--- config.mk ---
export PLATFORM = sky130hd
export DESIGN_NAME = cdq_qualifier
export DESIGN_NICKNAME = d
export VERILOG_FILES = /design/src/rtl/cdq_pkg.sv /design/src/rtl/cdq_run_timer.sv /design/src/rtl/cdq_elapsed.sv /design/src/rtl/cdq_out_stage.sv /design/src/rtl/cdq_qualifier.sv
export SDC_FILE = /design/constraint.sdc
export NUM_CORES = 1
export LEC_CHECK = 0
export BUFFER_PORTS_ARGS = -buffer_cell sky130_fd_sc_hd__buf_2
export CORE_MARGIN = 2
export CORE_UTILIZATION = 60
export DETAILED_ROUTE_END_ITERATION = 8
export GPL_TIMING_DRIVEN = 0
export PLACE_DENSITY = 0.82
export SLEW_MARGIN = 20
export SYNTH_ARGS = -nofsm -noshare
export SYNTH_HDL_FRONTEND = slang
export SYNTH_SLANG_ARGS = --single-unit
export TNS_END_PERCENT = 5
--- constraint.sdc ---
create_clock -name clk -period 7.29 [get_ports clk]
set_input_delay 1.458 -clock clk [delete_from_list [all_inputs] [get_ports clk]]
set_output_delay 1.458 -clock clk [all_outputs]
set_load 0.01 [all_outputs]
--- src/rtl/cdq_pkg.sv ---
// Package: shared types and helpers for the condition delay qualifier.
// Assumes: err_opt is a 2-bit code; codes 2 and 3 both keep the value.
package cdq_pkg;

    typedef enum logic [1:0] {
        ERR_FORCE_LOW  = 2'd0,
        ERR_FORCE_HIGH = 2'd1,
        ERR_KEEP       = 2'd2,
        ERR_KEEP_ALT   = 2'd3
    } err_opt_e;

    // Level the pre-output takes on a read-error scan.
    function automatic logic err_level(input err_opt_e opt, input logic last);
        case (opt)
            ERR_FORCE_LOW:  return 1'b0;
            ERR_FORCE_HIGH: return 1'b1;
            default:        return last;
        endcase
    endfunction

endpackage

--- src/rtl/cdq_run_timer.sv ---
// Module: saturating run-length counter for one qualification direction.
// Counts consecutive advancing ticks while 'arm' is high. It flags 'expired'
// on the tick where the run, this tick included, exceeds 'limit'. The run
// restarts on expiry or on any advancing tick without 'arm'.
// Assumes: 'adv' and 'clr' are never high together.
module cdq_run_timer #(
    parameter int W = 16
) (
    input  logic         clk,
    input  logic         rst_n,
    input  logic         adv,
    input  logic         clr,
    input  logic         arm,
    input  logic [W-1:0] limit,
    output logic         expired
);
    localparam logic [W-1:0] CNT_MAX = '1;

    logic [W-1:0] cnt;
    logic [W:0]   run_len;

    // Run length including the present tick, one bit wider than the counter.
    assign run_len = {1'b0, cnt} + {{W{1'b0}}, 1'b1};
    assign expired = adv && arm && (run_len > {1'b0, limit});

    // Advance, restart or clear the run counter.
    always_ff @(posedge clk) begin
        if (!rst_n) begin
            cnt <= '0;
        end else if (adv) begin
            if (arm && !expired)
                cnt <= (cnt == CNT_MAX) ? CNT_MAX : cnt + 1'b1;
            else
                cnt <= '0;
        end else if (clr) begin
            cnt <= '0;
        end
    end

endmodule

--- src/rtl/cdq_elapsed.sv ---
// Module: elapsed-tick counter whose reference point depends on the
// off-delay. With a zero off-delay it counts from the condition going true
// and clears when the pre-output falls. With a non-zero off-delay it counts
// from the condition going false and clears when the pre-output rises.
// Assumes: 'rise' and 'fall' come from the same clean tick as 'adv'.
module cdq_elapsed #(
    parameter int W = 16
) (
    input  logic         clk,
    input  logic         rst_n,
    input  logic         adv,
    input  logic         off_mode,
    input  logic         cond,
    input  logic         rise,
    input  logic         fall,
    output logic [W-1:0] elapsed
);
    localparam logic [W-1:0] EL_MAX = '1;
    localparam logic [W-1:0] EL_ONE = W'(1);

    logic         cond_prev;
    logic [W-1:0] el_step;
    logic [W-1:0] el_nxt;

    assign el_step = (elapsed == EL_MAX) ? EL_MAX : elapsed + 1'b1;

    // Select the next elapsed value for the active reference mode.
    always_comb begin
        el_nxt = elapsed;
        if (!off_mode) begin
            if (fall)
                el_nxt = '0;
            else if (cond)
                el_nxt = cond_prev ? el_step : EL_ONE;
        end else begin
            if (rise)
                el_nxt = '0;
            else if (!cond)
                el_nxt = cond_prev ? EL_ONE : el_step;
        end
    end

    // Register the counter and the condition seen on the last clean tick.
    always_ff @(posedge clk) begin
        if (!rst_n) begin
            elapsed   <= '0;
            cond_prev <= 1'b0;
        end else if (adv) begin
            elapsed   <= el_nxt;
            cond_prev <= cond;
        end
    end

endmodule

--- src/rtl/cdq_out_stage.sv ---
// Module: output registers for the pre-output, its status and the gated
// output. Clean ticks apply rise/fall and mark the status good. Error ticks
// apply the error option and mark it bad. Every other cycle holds.
// Assumes: 'normal' and 'err_act' are mutually exclusive.
module cdq_out_stage
    import cdq_pkg::*;
(
    input  logic       clk,
    input  logic       rst_n,
    input  logic       normal,
    input  logic       err_act,
    input  logic       rise,
    input  logic       fall,
    input  logic [1:0] err_opt,
    input  logic       out_en,
    output logic       pre_q,
    output logic       pre_bad,
    output logic       gated_q
);
    logic pre_nxt;

    // Next pre-output value for clean and error scans.
    always_comb begin
        pre_nxt = pre_q;
        if (normal) begin
            if (rise)
                pre_nxt = 1'b1;
            else if (fall)
                pre_nxt = 1'b0;
        end else if (err_act) begin
            pre_nxt = err_level(err_opt_e'(err_opt), pre_q);
        end
    end

    // Update outputs only on scans that are allowed to change them.
    always_ff @(posedge clk) begin
        if (!rst_n) begin
            pre_q   <= 1'b0;
            pre_bad <= 1'b0;
            gated_q <= 1'b0;
        end else if (normal || err_act) begin
            pre_q   <= pre_nxt;
            pre_bad <= err_act;
            gated_q <= pre_nxt && out_en;
        end
    end

endmodule

--- src/rtl/cdq_qualifier.sv ---
// Module: top of the condition on/off delay qualifier. It classifies each
// cycle as clean tick, error tick or hold. It runs the on and off run timers,
// the elapsed counter and the output stage.
// Assumes: 'tick' is a single-cycle strobe; delays are tick counts.
module cdq_qualifier #(
    parameter int W       = 16,
    parameter bit HAS_OVR = 1'b1
) (
    input  logic         clk,
    input  logic         rst_n,
    input  logic         tick,
    input  logic         cond_in,
    input  logic         rd_err,
    input  logic         abort_on_err,
    input  logic [1:0]   err_opt,
    input  logic [W-1:0] on_dly,
    input  logic [W-1:0] off_dly,
    input  logic         dis,
    input  logic         dis_ovr,
    output logic         pre_q,
    output logic         pre_bad,
    output logic         gated_q,
    output logic [W-1:0] elapsed
);
    logic normal;
    logic err_act;
    logic rise;
    logic fall;
    logic out_en;
    logic off_mode;

    assign normal   = tick && !rd_err;
    assign err_act  = tick && rd_err && !abort_on_err;
    assign off_mode = |off_dly;

    // Disable gate, with or without the override input.
    generate
        if (HAS_OVR) begin : g_ovr
            assign out_en = !dis || dis_ovr;
        end else begin : g_no_ovr
            assign out_en = !dis;
        end
    endgenerate

    cdq_run_timer #(.W(W)) u_on_tmr (
        .clk     (clk),
        .rst_n   (rst_n),
        .adv     (normal),
        .clr     (err_act),
        .arm     (cond_in && !pre_q),
        .limit   (on_dly),
        .expired (rise)
    );

    cdq_run_timer #(.W(W)) u_off_tmr (
        .clk     (clk),
        .rst_n   (rst_n),
        .adv     (normal),
        .clr     (err_act),
        .arm     (!cond_in && pre_q),
        .limit   (off_dly),
        .expired (fall)
    );

    cdq_elapsed #(.W(W)) u_elapsed (
        .clk      (clk),
        .rst_n    (rst_n),
        .adv      (normal),
        .off_mode (off_mode),
        .cond     (cond_in),
        .rise     (rise),
        .fall     (fall),
        .elapsed  (elapsed)
    );

    cdq_out_stage u_out (
        .clk     (clk),
        .rst_n   (rst_n),
        .normal  (normal),
        .err_act (err_act),
        .rise    (rise),
        .fall    (fall),
        .err_opt (err_opt),
        .out_en  (out_en),
        .pre_q   (pre_q),
        .pre_bad (pre_bad),
        .gated_q (gated_q)
    );

endmodule

==> impl_results.md, run 1 <==
* Hold Path Class: register to register
* Portion of the post-synthesis area used by sequential elements at between 20% and 30%
* Setup total negative slack at 0 ns
* Total net switching power at 0.000147 W
* Kind of launch point of the worst setup path: register
* Number of clock sinks seen by CTS at between 50 and 60
* Portion of total power attributed to the clock network at between 30% and 40%
* Post CTS Setup Buffer Count at 0
* Endpoints failing setup at 0
* Hold buffers post-CTS at 0
* Die width at 86.2 um
* Share of Yosys cell area claimed by the top area cell type at 25.7%
* Run status: completed
* Clock edge transition at the registers on the reported setup and hold paths at 0.11 ns
* Gr usage total at 29.2%
* Worst EP required at 7.55 ns
* Critical path data arrival time at roughly 5 ns
* Gp weighted congestion at 0.893
* Ratio of final minimum period to clock period at between 60% and 70%
* Gate power share at 12.6%
* Met2 track utilization from global routing at 51.5%
* Setup repair after global routing missed its margin: false
* Slew @ Worst Pin at a little under 0.9 ns
* Met1 Track Usage GR at 37.1%
* Reg-to-Reg End: u_on_tmr.cnt[5]
* Die ar. at 7430 um2
* IO buf count at 59
* Starting DRT DRC Count at 342
* Wire per inst at 15.4 um
* Via/cell ratio at a little over 6
* Worst-path fanout max at 10
* Hold Fails Final Rpt at 0
* Internal reg-to-reg setup slack at 2.53 ns
* Busiest layer in global routing: met2
* Largest net degree at the start of global routing at 17
* Mapped Nets at between 600 and 700
* Number of warning messages in the yosys log at 0
* TritonCTS clock tree: yes
* Number of enable flip-flop cells after synthesis at 0
* Area of the multi-input gates at roughly 2700 um2
* Total via count in the routed design at 4306
* Clk Latency, worst-skew pair at about 0.32 ns
* First-pass GRT wire length at between 15000 and 20000 um
* Finished layout cell area at 4540 um2
* Starting density of the core at 62.7%
* Sequential cell area at 1040 um2
* Total power density per cell area at 118 nW/um2
* Level count of the clock H-tree at 2
* Leakage Power at 1.97 nW
* Worst Path Class, Setup: register to register
* Net count of the finished layout at roughly 700
* Number of top-level pins at 61
* # fillers at around 560
* Switching power share of the total at 27.5%
* Met3 usage in global routing at between 4 and 5%
* Antenna diodes at 0
* Top cells by area in the synthesized netlist: sky130_fd_sc_hd__dfxtp_1 26%, sky130_fd_sc_hd__ha_1 11%, sky130_fd_sc_hd__a21oi_1 6.7%
* Worst Clk Skew at 0.0169 ns
* Distinct cells, synth at 55
* Most common flop cell mapped by yosys: sky130_fd_sc_hd__dfxtp_1
* Max Transition Viols Final at 0
* Post-cts repair resize count at 0
* Part of the total power dissipated in sequential elements at 53.6%
* Yosys reg bits at 52
* R2R depth at 17
* CTS root buf: sky130_fd_sc_hd__clkbuf_8
* Timing-limited maximum frequency at between 200 and 250 MHz
* Die height at ~86 um
* Overflow after GRT at 0
* Leading cell type by number of instances after synthesis: sky130_fd_sc_hd__inv_1
* Area leader, netlist: sky130_fd_sc_hd__dfxtp_1
* Maximum buffer depth of the clock tree at 2
* Area growth, synth to finish at 12.0%
* Pint at 0.000389 W
* Detailed Route WL at around 11000 um
* Average instance area after synthesis at 7.25 um2
* Worst ir drop on vdd at roughly 0.00011 V
* Post-route ant nets at 0
* Sink of the worst hold path: u_on_tmr.cnt[6]
* Share of synthesized registers carrying an async set or reset at 0%
* Cells after Synth at 559
* Launch point of the worst reg-to-reg path: u_on_tmr.cnt[0]
* Number of antenna violations at the first check in global routing at 0
* Number of cells traversed by the worst hold path at 2
* Via count of the first global-routing pass at 4005
* Half-perimeter wire length after detailed placement at 8180 um
* Most instantiated cells after synthesis: 55 x sky130_fd_sc_hd__inv_1, 54 x sky130_fd_sc_hd__a21oi_1, 52 x sky130_fd_sc_hd__dfxtp_1
* Floorplan Core Area at 6460 um2
* Number of clock buffers inserted by TritonCTS at 5
* Worst max-slew margin expressed relative to the limit at about two fifths
* Minimum period implied by the final worst setup slack at between 4 and 5 ns
* Count of TritonRoute iterations in the first routing pass at 5
* Number of remaining DRC errors at 0
* Worst Setup End Kind: register
* Placed Area at 4440 um2
* Number of placement rows at 29
* Maximum capacitance violations at 0
* Beginning of the worst hold path: u_on_tmr.cnt[6]
* Mapped cell area at 4050 um2
* Proportion of layout cells with a drive suffix above 1 at 13.4%
## worst max-delay path, stage by stage, from the launching register on
cell                       delay (ns)
sky130_fd_sc_hd__dfxtp_1         0.47
sky130_fd_sc_hd__ha_1            0.25
sky130_fd_sc_hd__nand3_2         0.13
sky130_fd_sc_hd__or3_1           0.36
sky130_fd_sc_hd__buf_2           0.18
sky130_fd_sc_hd__nor3_2          0.25
sky130_fd_sc_hd__nand3_1         0.22
sky130_fd_sc_hd__nor2_1          0.20
sky130_fd_sc_hd__xor2_1          0.11
sky130_fd_sc_hd__ha_1            0.31
sky130_fd_sc_hd__nand3_1         0.16
sky130_fd_sc_hd__nor4_1          0.44
sky130_fd_sc_hd__nand4_1         0.22
sky130_fd_sc_hd__a21boi_0        0.25
sky130_fd_sc_hd__nor3_2          0.40
sky130_fd_sc_hd__clkbuf_1        0.40
sky130_fd_sc_hd__o21ai_0         0.19
sky130_fd_sc_hd__a21oi_1         0.17
## worst max-delay path by stage
stage | start | endpoint | slack (ns) | cells after the start
after floorplan | u_on_tmr.cnt[0] | u_on_tmr.cnt[1] | 3.55 | 17
after global placement | u_on_tmr.cnt[0] | u_on_tmr.cnt[12] | 2.77 | 17
after detailed placement | u_on_tmr.cnt[0] | u_on_tmr.cnt[5] | 2.62 | 17
after CTS | u_on_tmr.cnt[0] | u_on_tmr.cnt[5] | 2.55 | 17
after global routing | u_on_tmr.cnt[0] | u_on_tmr.cnt[6] | 2.00 | 17
final | u_on_tmr.cnt[0] | u_on_tmr.cnt[5] | 2.53 | 17
## per-layer routing
| layer | vias up | routed length, um |
|---|---|---|
| met5 | - | 0 |
| met4 | 0 | 141 |
| met3 | 16 | 779 |
| met2 | 169 | 5230 |
| met1 | 2001 | 4670 |
| li1 | 2120 | - |
## flip-flops by register name, indices dropped and copies added (netlist names)
signal and count:
u_on_tmr.cnt 16, u_elapsed.elapsed 16, u_off_tmr.cnt 16, u_elapsed.cond_prev 1
u_out.pre_bad 1, u_out.pre_q 1, u_out.gated_q 1
## through the flow
| stage | worst slack [ns] | instances | util [%] | power [W] | hold slack, ns |
|---|---|---|---|---|---|
| floorplan | 3.55 | 559 | - | 0.000333 | 0.453 |
| global placement | 2.77 | 695 | 68.8 | 0.000358 | 0.464 |
| detailed placement | 2.62 | 695 | 68.8 | 0.000360 | 0.472 |
| CTS | 2.55 | 703 | 70.3 | 0.000535 | 0.486 |
| global route | 2.00 | 703 | 70.3 | 0.000555 | 0.522 |
| finish | 2.53 | 703 | 70.3 | 0.000536 | 0.486 |
## power by group through the flow
stage | Combinational, W | Sequential [W] | Clock (W)
3_5_place_dp | 0.0000665 | 0.000294 | 0
4_1_cts | 0.0000670 | 0.000287 | 0.000181
6_report | 0.0000676 | 0.000287 | 0.000181
5_1_grt | 0.0000755 | 0.000287 | 0.000192
2_1_floorplan | 0.0000392 | 0.000294 | 0
3_3_place_gp | 0.0000640 | 0.000294 | 0
## placed cells by master (no fill, tap or decap), types with 5 or more instances in the layout
master / instances
sky130_fd_sc_hd__a211oi_1: 5
sky130_fd_sc_hd__a21oi_1: 54
sky130_fd_sc_hd__a31oi_1: 17
sky130_fd_sc_hd__and2_1: 8
sky130_fd_sc_hd__and3_1: 10
sky130_fd_sc_hd__buf_2: 63
sky130_fd_sc_hd__clkbuf_1: 21
sky130_fd_sc_hd__clkbuf_8: 6
sky130_fd_sc_hd__dfxtp_1: 52
sky130_fd_sc_hd__ha_1: 35
sky130_fd_sc_hd__inv_1: 55
sky130_fd_sc_hd__nand2_1: 49
sky130_fd_sc_hd__nand3_1: 27
sky130_fd_sc_hd__nand4_1: 11
sky130_fd_sc_hd__nor2_1: 44
sky130_fd_sc_hd__nor2b_1: 7
sky130_fd_sc_hd__nor3_1: 8
sky130_fd_sc_hd__nor4_1: 12
sky130_fd_sc_hd__o21ai_0: 39
sky130_fd_sc_hd__o22ai_1: 10
sky130_fd_sc_hd__xnor2_1: 18
sky130_fd_sc_hd__xor2_1: 10
## kinds of logic (layout without fill, tap and decap cells)
logic type | Yosys count | count (layout) | share of synthesized area [%]
multiplexers | 1 | 1 | 0.247
AND/OR/NAND/NOR | 197 | 197 | 24.3
flip-flops | 52 | 52 | 25.7
AO/OA/AOI/OAI | 162 | 162 | 24.7
XOR/XNOR | 28 | 28 | 6.05
buffers and inverters | 84 | 151 | 8.18
adder cells (fa/ha/maj) | 35 | 35 | 10.8
## final cells by class
cell class / instances / area share [%]
repair buffers: 59 / 6.50
flip-flops and latches: 52 / 22.9
multi-input cells: 423 / 59.0
clock inverters: 2 / 0.303
inverters: 55 / 4.55
plain buffers: 29 / 2.76
well taps: 77 / 2.12
clock buffers: 6 / 1.82
(Power assumes the default switching activity.)
==> run 2, diff against run 1 <==
--- a/config.mk
+++ b/config.mk
@@ -5,12 +5,13 @@
 export SDC_FILE = /design/constraint.sdc
 export NUM_CORES = 1
 export LEC_CHECK = 0
+export ABC_AREA = 1
 export BUFFER_PORTS_ARGS = -buffer_cell sky130_fd_sc_hd__buf_2
 export CORE_MARGIN = 2
-export CORE_UTILIZATION = 60
+export CORE_UTILIZATION = 54
 export DETAILED_ROUTE_END_ITERATION = 8
 export GPL_TIMING_DRIVEN = 0
-export PLACE_DENSITY = 0.82
+export PLACE_DENSITY = 0.77
 export SLEW_MARGIN = 20
 export SYNTH_ARGS = -nofsm -noshare
 export SYNTH_HDL_FRONTEND = slang
==> constraint.sdc (replaced) <==
create_clock -name clk -period 4 [get_ports clk]
set_input_delay 0.8 -clock clk [delete_from_list [all_inputs] [get_ports clk]]
set_output_delay 0.8 -clock clk [all_outputs]
set_load 0.01 [all_outputs]
==> impl_results.md, run 2 <==
* Leakage Power at 2.75 nW (was 1.97 nW)
* Share of synthesized registers carrying an async set or reset at 0% (unchanged)
* Cells after Synth at 803 (was 559)
* Area leader, netlist: sky130_fd_sc_hd__dfxtp_1 (unchanged)
* First-pass GRT wire length at 21800 um (was 17700 um)
* Proportion of layout cells with a drive suffix above 1 at 16.0% (was 13.4%)
* Kind of launch point of the worst setup path: register (unchanged)
* Worst setup path startpoint: u_on_tmr.cnt[2] (was u_on_tmr.cnt[0])
* Main combinational cell family by area after synthesis: simple AND/OR/NAND/NOR gates (was compound AO/OA/AOI/OAI gates)
* Post-synthesis simple-gate area fraction at 43.7% (was 24.3%)
* Overflow after GRT at 0 (unchanged)
* Post-cts repair resize count at 0 (unchanged)
* Yosys reg bits at 52 (unchanged)
* Number of clock sinks seen by CTS at 52 (unchanged)
* Setup total negative slack at 0 ns (unchanged)
* Mapped cell area at 4920 um2 (was 4050 um2)
* Area growth, synth to finish at 10.7% (was 12.0%)
* Commonest non-fill, non-tap cell in the layout: sky130_fd_sc_hd__nand2_1 (was sky130_fd_sc_hd__buf_2)
* Die ar. at 9900 um2 (was 7430 um2)
* Minimum period implied by the final worst setup slack at 3.35 ns (was 4.76 ns)
* Wire per inst at 12.8 um (was 15.4 um)
* Maximum buffer depth of the clock tree at 2 (unchanged)
* Distinct cells, synth at 42 (was 55)
* Launch point of the worst reg-to-reg path: u_on_tmr.cnt[2] (was u_on_tmr.cnt[0])
* Leading cell type by number of instances after synthesis: sky130_fd_sc_hd__nand2_1 (was sky130_fd_sc_hd__inv_1)
* Number of enable flip-flop cells after synthesis at 0 (unchanged)
* Hold buffers post-CTS at 0 (unchanged)
* Maximum capacitance violations at 0 (unchanged)
* Worst max-slew margin expressed relative to the limit at 45.0% (was 40.8%)
* Worst EP required at 4.25 ns (was 7.55 ns)
* Number of remaining DRC errors at 0 (unchanged)
* Setup repair after global routing missed its margin: false (unchanged)
* Worst Setup End Kind: register (unchanged)
* Clock edge transition at the registers on the reported setup and hold paths at 0.10 ns (was 0.11 ns)
* Via count of the first global-routing pass at 4902 (was 4005)
* Floorplan Core Area at 8760 um2 (was 6460 um2)
* Worst Clk Skew at 0.0104 ns (was 0.0169 ns)
* Portion of the post-synthesis area used by sequential elements at 21.1% (was 25.7%)
* Leading cell types in the layout, fill and taps excluded: 223 x sky130_fd_sc_hd__nand2_1, 118 x sky130_fd_sc_hd__inv_1, 98 x sky130_fd_sc_hd__nor2_1 (was 63 x sky130_fd_sc_hd__buf_2, 55 x sky130_fd_sc_hd__inv_1, 54 x sky130_fd_sc_hd__a21oi_1)
* Biggest regs: u_elapsed.elapsed: 16 flops, u_off_tmr.cnt: 16 flops, u_on_tmr.cnt: 16 flops (unchanged)
* Gr usage total at 26.3% (was 29.2%)
* Worst ir drop on vdd at 0.000159 V (was 0.000111 V)
* Number of top-level pins at 61 (unchanged)
* TritonCTS clock tree: yes (unchanged)
* IO buf count at 60 (was 59)
* Average instance area after synthesis at 6.13 um2 (was 7.25 um2)
* Detailed Route WL at 12500 um (was 10800 um)
* Via/cell ratio at 5.29 (was 6.13)
* Largest net degree at the start of global routing at 17 (unchanged)
* Number of clock buffers inserted by TritonCTS at 5 (unchanged)
* Post-route ant nets at 0 (unchanged)
* Worst-path fanout max at 10 (unchanged)
* Number of warning messages in the yosys log at 0 (unchanged)
* Half-perimeter wire length after detailed placement at 10100 um (was 8180 um)
* Die height at 99.5 um (was 86.2 um)
* Mapped Nets at 880 (was 636)
* Share of Yosys cell area claimed by the top area cell type at 21.1% (was 25.7%)
* Share of synthesized cell area in full adder, half adder and majority cells at 8.90% (was 10.8%)
* Fraction of synthesized cell area in xor and xnor cells at 3.91% (was 6.05%)
* Total power density per cell area at 176 nW/um2 (was 118 nW/um2)
* Net count of the finished layout at 947 (was 702)
* Hold Path Class: register to register (unchanged)
* Share of cell area taken by muxes after synthesis at 0% (was 0.247%)
* Dpl ws at 0.658 ns (was 2.62 ns)
* Starting DRT DRC Count at 212 (was 342)
* Critical path data arrival time at 3.60 ns (was 5.02 ns)
* Count of TritonRoute iterations in the first routing pass at 6 (was 5)
* Level count of the clock H-tree at 2 (unchanged)
* Number of placement rows at 34 (was 29)
* Post CTS Setup Buffer Count at 0 (unchanged)
* Hold_ws at 0.488 ns (was 0.486 ns)
* Total via count in the routed design at 5183 (was 4306)
* Timing-limited maximum frequency at 298 MHz (was 210 MHz)
* Antenna diodes at 0 (unchanged)
* Endpoints failing setup at 0 (unchanged)
* Max Transition Viols Final at 0 (unchanged)
* Beginning of the worst hold path: u_off_tmr.cnt[3] (was u_on_tmr.cnt[6])
* Run status: completed (unchanged)
* CTS root buf: sky130_fd_sc_hd__clkbuf_8 (unchanged)
* Gp weighted congestion at 0.910 (was 0.893)
* Most instantiated cells after synthesis: 223 x sky130_fd_sc_hd__nand2_1, 118 x sky130_fd_sc_hd__inv_1, 98 x sky130_fd_sc_hd__nor2_1 (was 55 x sky130_fd_sc_hd__inv_1, 54 x sky130_fd_sc_hd__a21oi_1, 52 x sky130_fd_sc_hd__dfxtp_1)
* Die width at 99.5 um (was 86.2 um)
* Hold Fails Final Rpt at 0 (unchanged)
* Worst Path Class, Setup: register to register (unchanged)
* Slew @ Worst Pin at 0.825 ns (was 0.881 ns)
* Most common flop cell mapped by yosys: sky130_fd_sc_hd__dfxtp_1 (unchanged)
* Top cells by area in the synthesized netlist: sky130_fd_sc_hd__dfxtp_1 21%, sky130_fd_sc_hd__nand2_1 17%, sky130_fd_sc_hd__inv_1 9.0% (was sky130_fd_sc_hd__dfxtp_1 26%, sky130_fd_sc_hd__ha_1 11%, sky130_fd_sc_hd__a21oi_1 6.7%)
* Starting density of the core at 56.2% (was 62.7%)
* Clk Latency, worst-skew pair at 0.31 ns (was 0.32 ns)
* Number of antenna violations at the first check in global routing at 0 (unchanged)
* Share of the synthesized area in compound gates (AO/OA/AOI/OAI) at 10.3% (was 24.7%)
* Ratio of final minimum period to clock period at 83.8% (was 65.3%)
* Final setup slack of the worst path at 0.646 ns (was 2.53 ns)
## run 2: cell count changes in the layout (fill, tap and decap cells not counted), moves of 11 or more
cell / delta
sky130_fd_sc_hd__nand3_1: +21
sky130_fd_sc_hd__nor4_1: -11
sky130_fd_sc_hd__xnor2_1: -13
sky130_fd_sc_hd__nand3b_1: +13
sky130_fd_sc_hd__inv_1: +63
sky130_fd_sc_hd__nand2_2: +19
sky130_fd_sc_hd__a31oi_1: -17
sky130_fd_sc_hd__nand2_1: +174
sky130_fd_sc_hd__o21ai_0: -25
sky130_fd_sc_hd__nor2_1: +54
## run 2: worst paths after layout
check                    endpoint  slack [ns]  cells after the start
max          u_elapsed.elapsed[3]        0.65                     20
min              u_off_tmr.cnt[3]        0.49                      2
max reg2reg  u_elapsed.elapsed[3]        0.65                     20
min reg2reg      u_off_tmr.cnt[3]        0.49                      2
## run 2: metal layers
layer	vias up	track usage [%]	part of all wire (%)
met5	-	0	0
met4	0	5.80	1.2
met3	15	2.32	5.9
met2	168	46.4	48
met1	2331	35.0	45
li1	2669	-	-
## run 2: metrics by stage
| step | total power, W | std cells | cell area (um2) | util [%] |
|---|---|---|---|---|
| 2_1_floorplan | 0.000610 | 803 | 4920 | - |
| 3_3_place_gp | 0.000652 | 971 | 5360 | 61.1 |
| 6_report | 0.000956 | 979 | 5450 | 62.2 |
| 3_5_place_dp | 0.000657 | 971 | 5360 | 61.1 |
| 5_1_grt | 0.000997 | 979 | 5450 | 62.2 |
| 4_1_cts | 0.000963 | 979 | 5450 | 62.2 |
## run 2: kinds of logic after synthesis
logic type | after synthesis
and+or+nand+nor | 461
xor gates and xnor gates | 22
AOI/OAI and AO/OA | 86
adders and majority gates | 35
buffers and inverters | 147
DFF | 52
## run 2: final cells by class
cell class / instances / area [um2]
Buffer: 22 / 124
Timing Repair Buffer: 60 / 300
Multi-Input combinational cell: 604 / 3290
Clock inverter: 2 / 16.3
Sequential cell: 52 / 1040
Tap cell: 108 / 135
Clock buffer: 6 / 72.6
Inverter: 125 / 469
Fill cell: 846 / 3320
## run 2: power by group
part / internal (W) / leakage, nW / switching [W]
Clock: 0.000125 / 0.0414 / 0.000186
Combinational: 0.0000433 / 2.29 / 0.0000791
Sequential: 0.000520 / 0.419 / 0.00000305
Total: 0.000688 / 2.75 / 0.000268
## run 2: critical path, cell delays in order, from the launching register on
cell                       delay, ns
sky130_fd_sc_hd__dfxtp_1        0.41
sky130_fd_sc_hd__nand3_1        0.18
sky130_fd_sc_hd__nor4_1         0.49
sky130_fd_sc_hd__nand2_1        0.20
sky130_fd_sc_hd__nor2_1         0.16
sky130_fd_sc_hd__xnor2_1        0.13
sky130_fd_sc_hd__inv_1          0.07
sky130_fd_sc_hd__ha_1           0.27
sky130_fd_sc_hd__nand2_1        0.06
sky130_fd_sc_hd__inv_1          0.07
sky130_fd_sc_hd__nand4_1        0.12
sky130_fd_sc_hd__nor2_2         0.14
sky130_fd_sc_hd__nand2_1        0.06
sky130_fd_sc_hd__nand2_1        0.06
sky130_fd_sc_hd__clkinv_1       0.10
sky130_fd_sc_hd__nand2_4        0.14
sky130_fd_sc_hd__buf_2          0.24
sky130_fd_sc_hd__nand3_1        0.11
sky130_fd_sc_hd__nand2_1        0.10
sky130_fd_sc_hd__nand2_1        0.06
sky130_fd_sc_hd__a21oi_1        0.12
==> run 3, diff against run 2 <==
--- a/config.mk
+++ b/config.mk
@@ -8,10 +8,10 @@
 export ABC_AREA = 1
 export BUFFER_PORTS_ARGS = -buffer_cell sky130_fd_sc_hd__buf_2
 export CORE_MARGIN = 2
-export CORE_UTILIZATION = 54
+export CORE_UTILIZATION = 60
 export DETAILED_ROUTE_END_ITERATION = 8
 export GPL_TIMING_DRIVEN = 0
-export PLACE_DENSITY = 0.77
+export PLACE_DENSITY = 0.81
 export SLEW_MARGIN = 20
 export SYNTH_ARGS = -nofsm -noshare
 export SYNTH_HDL_FRONTEND = slang
==> constraint.sdc (replaced) <==
create_clock -name clk -period 3.3 [get_ports clk]
set_input_delay 0.66 -clock clk [delete_from_list [all_inputs] [get_ports clk]]
set_output_delay 0.66 -clock clk [all_outputs]
set_load 0.01 [all_outputs]
==> impl_results.md, run 3 (synthesis gave the netlist of run 2 again) <==
* Worst setup path startpoint: u_off_tmr.cnt[0] (was u_on_tmr.cnt[2])
* Ratio of final minimum period to clock period at 93.6% (was 83.8%)
* R2R depth at 20 (unchanged)
* Worst Setup End Kind: register (unchanged)
* Part of the total power dissipated in sequential elements at 51.0% (was 54.7%)
* Via/cell ratio at 5.45 (was 5.29)
* Level count of the clock H-tree at 2 (unchanged)
* Endpoints failing setup at 0 (unchanged)
* Leading cell types in the layout, fill and taps excluded: 223 x sky130_fd_sc_hd__nand2_1, 118 x sky130_fd_sc_hd__inv_1, 96 x sky130_fd_sc_hd__nor2_1 (was 223 x sky130_fd_sc_hd__nand2_1, 118 x sky130_fd_sc_hd__inv_1, 98 x sky130_fd_sc_hd__nor2_1)
* Timing-limited maximum frequency at 324 MHz (was 298 MHz)
* Critical path buffers and inverters at 1 (was 4)
* Worst-path fanout max at 10 (unchanged)
* Die ar. at 8940 um2 (was 9900 um2)
* Critical path data arrival time at 3.26 ns (was 3.60 ns)
* Gp weighted congestion at 0.933 (was 0.910)
* Worst EP required at 3.47 ns (was 4.25 ns)
* Run status: completed (unchanged)
* Worst ir drop on vdd at 0.000192 V (was 0.000159 V)
* Total net switching power at 0.000331 W (was 0.000268 W)
* Maximum capacitance violations at 0 (unchanged)
* Wire per inst at 13.3 um (was 12.8 um)
* Number of cells traversed by the worst hold path at 2 (unchanged)
* Largest net degree at the start of global routing at 17 (unchanged)
* Cell type of the slowest stage on the worst timing path: sky130_fd_sc_hd__dfxtp_4 (was sky130_fd_sc_hd__nor4_1)
* Gr usage total at 29.6% (was 26.3%)
* Overflow after GRT at 0 (unchanged)
* First-pass GRT wire length at 21600 um (was 21800 um)
* Number of top-level pins at 61 (unchanged)
* Biggest regs: u_elapsed.elapsed: 16 flops, u_off_tmr.cnt: 16 flops, u_on_tmr.cnt: 16 flops (unchanged)
* Count of TritonRoute iterations in the first routing pass at 7 (was 6)
* Cell breakdown of the critical path: ha_1 -> nand2_1 -> nor2_4 -> nand2_4 -> nor3b_4 -> nand2_1 -> nand2_1 -> nand2_1 -> ha_1 -> nand2_1 -> nor2_1 -> nand4_1 -> o21ai_1 -> nor2_2 -> nand2_8 -> nand2_2 -> nand3_4 -> buf_6 -> nand2_1 -> a21oi_2 (was nand3_1 -> nor4_1 -> nand2_1 -> nor2_1 -> xnor2_1 -> inv_1 -> ha_1 -> nand2_1 -> inv_1 -> nand4_1 -> nor2_2 -> nand2_1 -> nand2_1 -> clkinv_1 -> nand2_4 -> buf_2 -> nand3_1 -> nand2_1 -> nand2_1 -> a21oi_1)
* Slowest Stage Delay on Critical Path at 0.38 ns (was 0.49 ns)
* Via count of the first global-routing pass at 4995 (was 4902)
* Pint at 0.000909 W (was 0.000688 W)
* Starting DRT DRC Count at 396 (was 212)
* Switching power share of the total at 26.7% (was 28.0%)
* TritonCTS clock tree: yes (unchanged)
* Worst Clk Skew at 0.0132 ns (was 0.0104 ns)
* Area growth, synth to finish at 14.8% (was 10.7%)
* Number of antenna violations at the first check in global routing at 0 (unchanged)
* Total via count in the routed design at 5345 (was 5183)
* Hold Fails Final Rpt at 0 (unchanged)
* Portion of total power attributed to the clock network at 36.7% (was 32.5%)
* Minimum period implied by the final worst setup slack at 3.09 ns (was 3.35 ns)
* Die width at 94.6 um (was 99.5 um)
* Half-perimeter wire length after detailed placement at 10100 um (about the same)
* Proportion of layout cells with a drive suffix above 1 at 18.4% (was 16.0%)
* Slew @ Worst Pin at 0.741 ns (was 0.825 ns)
* Launch point of the worst reg-to-reg path: u_off_tmr.cnt[0] (was u_on_tmr.cnt[2])
* Total power density per cell area at 219 nW/um2 (was 176 nW/um2)
* Cell count after placement at 968 (was 971)
* Critical path depth in cells at 20 (unchanged)
* Worst path most repeated cell: sky130_fd_sc_hd__nand2_1 (unchanged)
* Number of clock sinks seen by CTS at 52 (unchanged)
* Critical path's top delay family: simple AND/OR/NAND/NOR gates (unchanged)
* Die height at 94.6 um (was 99.5 um)
* IO buf count at 60 (unchanged)
* Net count of the finished layout at 952 (was 947)
* Hold Path Class: register to register (unchanged)
* Antenna diodes at 0 (unchanged)
* Post-route ant nets at 0 (unchanged)
* Number of clock buffers inserted by TritonCTS at 5 (unchanged)
* Clk Latency, worst-skew pair at 0.32 ns (was 0.31 ns)
* Final core utilization at 69.8% (was 62.2%)
* Worst Path Class, Setup: register to register (unchanged)
* Worst max-slew margin expressed relative to the limit at 50.6% (was 45.0%)
* Max Transition Viols Final at 0 (unchanged)
* Final std cells w/o fill at 981 (was 979)
* Gate power share at 12.3% (was 12.8%)
* Starting density of the core at 60.8% (was 56.2%)
* Maximum buffer depth of the clock tree at 2 (unchanged)
* Floorplan Core Area at 8090 um2 (was 8760 um2)
* Setup total negative slack at 0 ns (unchanged)
* Commonest non-fill, non-tap cell in the layout: sky130_fd_sc_hd__nand2_1 (unchanged)
* Number of placement rows at 33 (was 34)
* Kind of launch point of the worst setup path: register (unchanged)
* Clock edge transition at the registers on the reported setup and hold paths at 0.11 ns (was 0.10 ns)
* CTS root buf: sky130_fd_sc_hd__clkbuf_8 (unchanged)
* Leakage Power at 2.84 nW (was 2.75 nW)
* Detailed Route WL at 13000 um (was 12500 um)
* Beginning of the worst hold path: u_out.gated_q (was u_off_tmr.cnt[3])
* Number of remaining DRC errors at 0 (unchanged)
## run 3: repair_timing
action / 4_1_cts / 5_1_grt
gates resized for setup: 2 / 33
setup buffers: 0 / 5
setup endpoints to repair: 34 / 50
hold buffers: 0 / 0
pin swaps: 0 / 9
## run 3: worst paths after layout
path / to / slack [ns]
max: u_elapsed.elapsed[12] / 0.21
min: u_out.gated_q / 0.48
max reg2reg: u_elapsed.elapsed[12] / 0.21
min reg2reg: u_out.gated_q / 0.48
## run 3: worst reg2reg max path: cells and delay by family, from the launching register on
family          cells  cell delay, ns
compound gates      2            0.14
fa+ha+maj           2            0.47
buf+inv             1            0.18
flops               1            0.38
simple gates       15            1.79
## run 3: stage by stage
| stage | total power, W | hold WS (ns) | area, um2 | worst slack, ns |
|---|---|---|---|---|
| after floorplan | 0.000739 | 0.458 | 4920 | 0.417 |
| after global placement | 0.000790 | 0.460 | 5350 | 0.0432 |
| after detailed placement | 0.000796 | 0.461 | 5350 | -0.0661 |
| after CTS | 0.00124 | 0.480 | 5480 | 0.0288 |
| after global routing | 0.00129 | 0.500 | 5650 | -0.0318 |
| final | 0.00124 | 0.481 | 5650 | 0.212 |
## run 3: per-layer routing
metal / vias up / global-route usage (%) / routed length, um
met5: - / 0 / 0
met4: 0 / 9.42 / 204
met3: 17 / 2.95 / 728
met2: 180 / 54.5 / 6460
met1: 2474 / 36.2 / 5640
li1: 2674 / - / -
## run 3: layout make-up
cell class,count,area (um2)
multi-input cells,604,3380
plain buffers,22,138
inverters,125,469
clock buffers,5,68.8
flip-flops and latches,52,1060
repair buffers,65,363
clock inverters,3,42.5
well taps,105,131
fillers,748,2440
## run 3: power by group through the flow
| stage | combinational, W | sequential [W] | clock (W) |
|---|---|---|---|
| after floorplan | 0.0000909 | 0.000648 | 0 |
| after global placement | 0.000141 | 0.000649 | 0 |
| after detailed placement | 0.000147 | 0.000649 | 0 |
| after CTS | 0.000148 | 0.000634 | 0.000459 |
| after global routing | 0.000171 | 0.000633 | 0.000485 |
| final | 0.000152 | 0.000632 | 0.000455 |
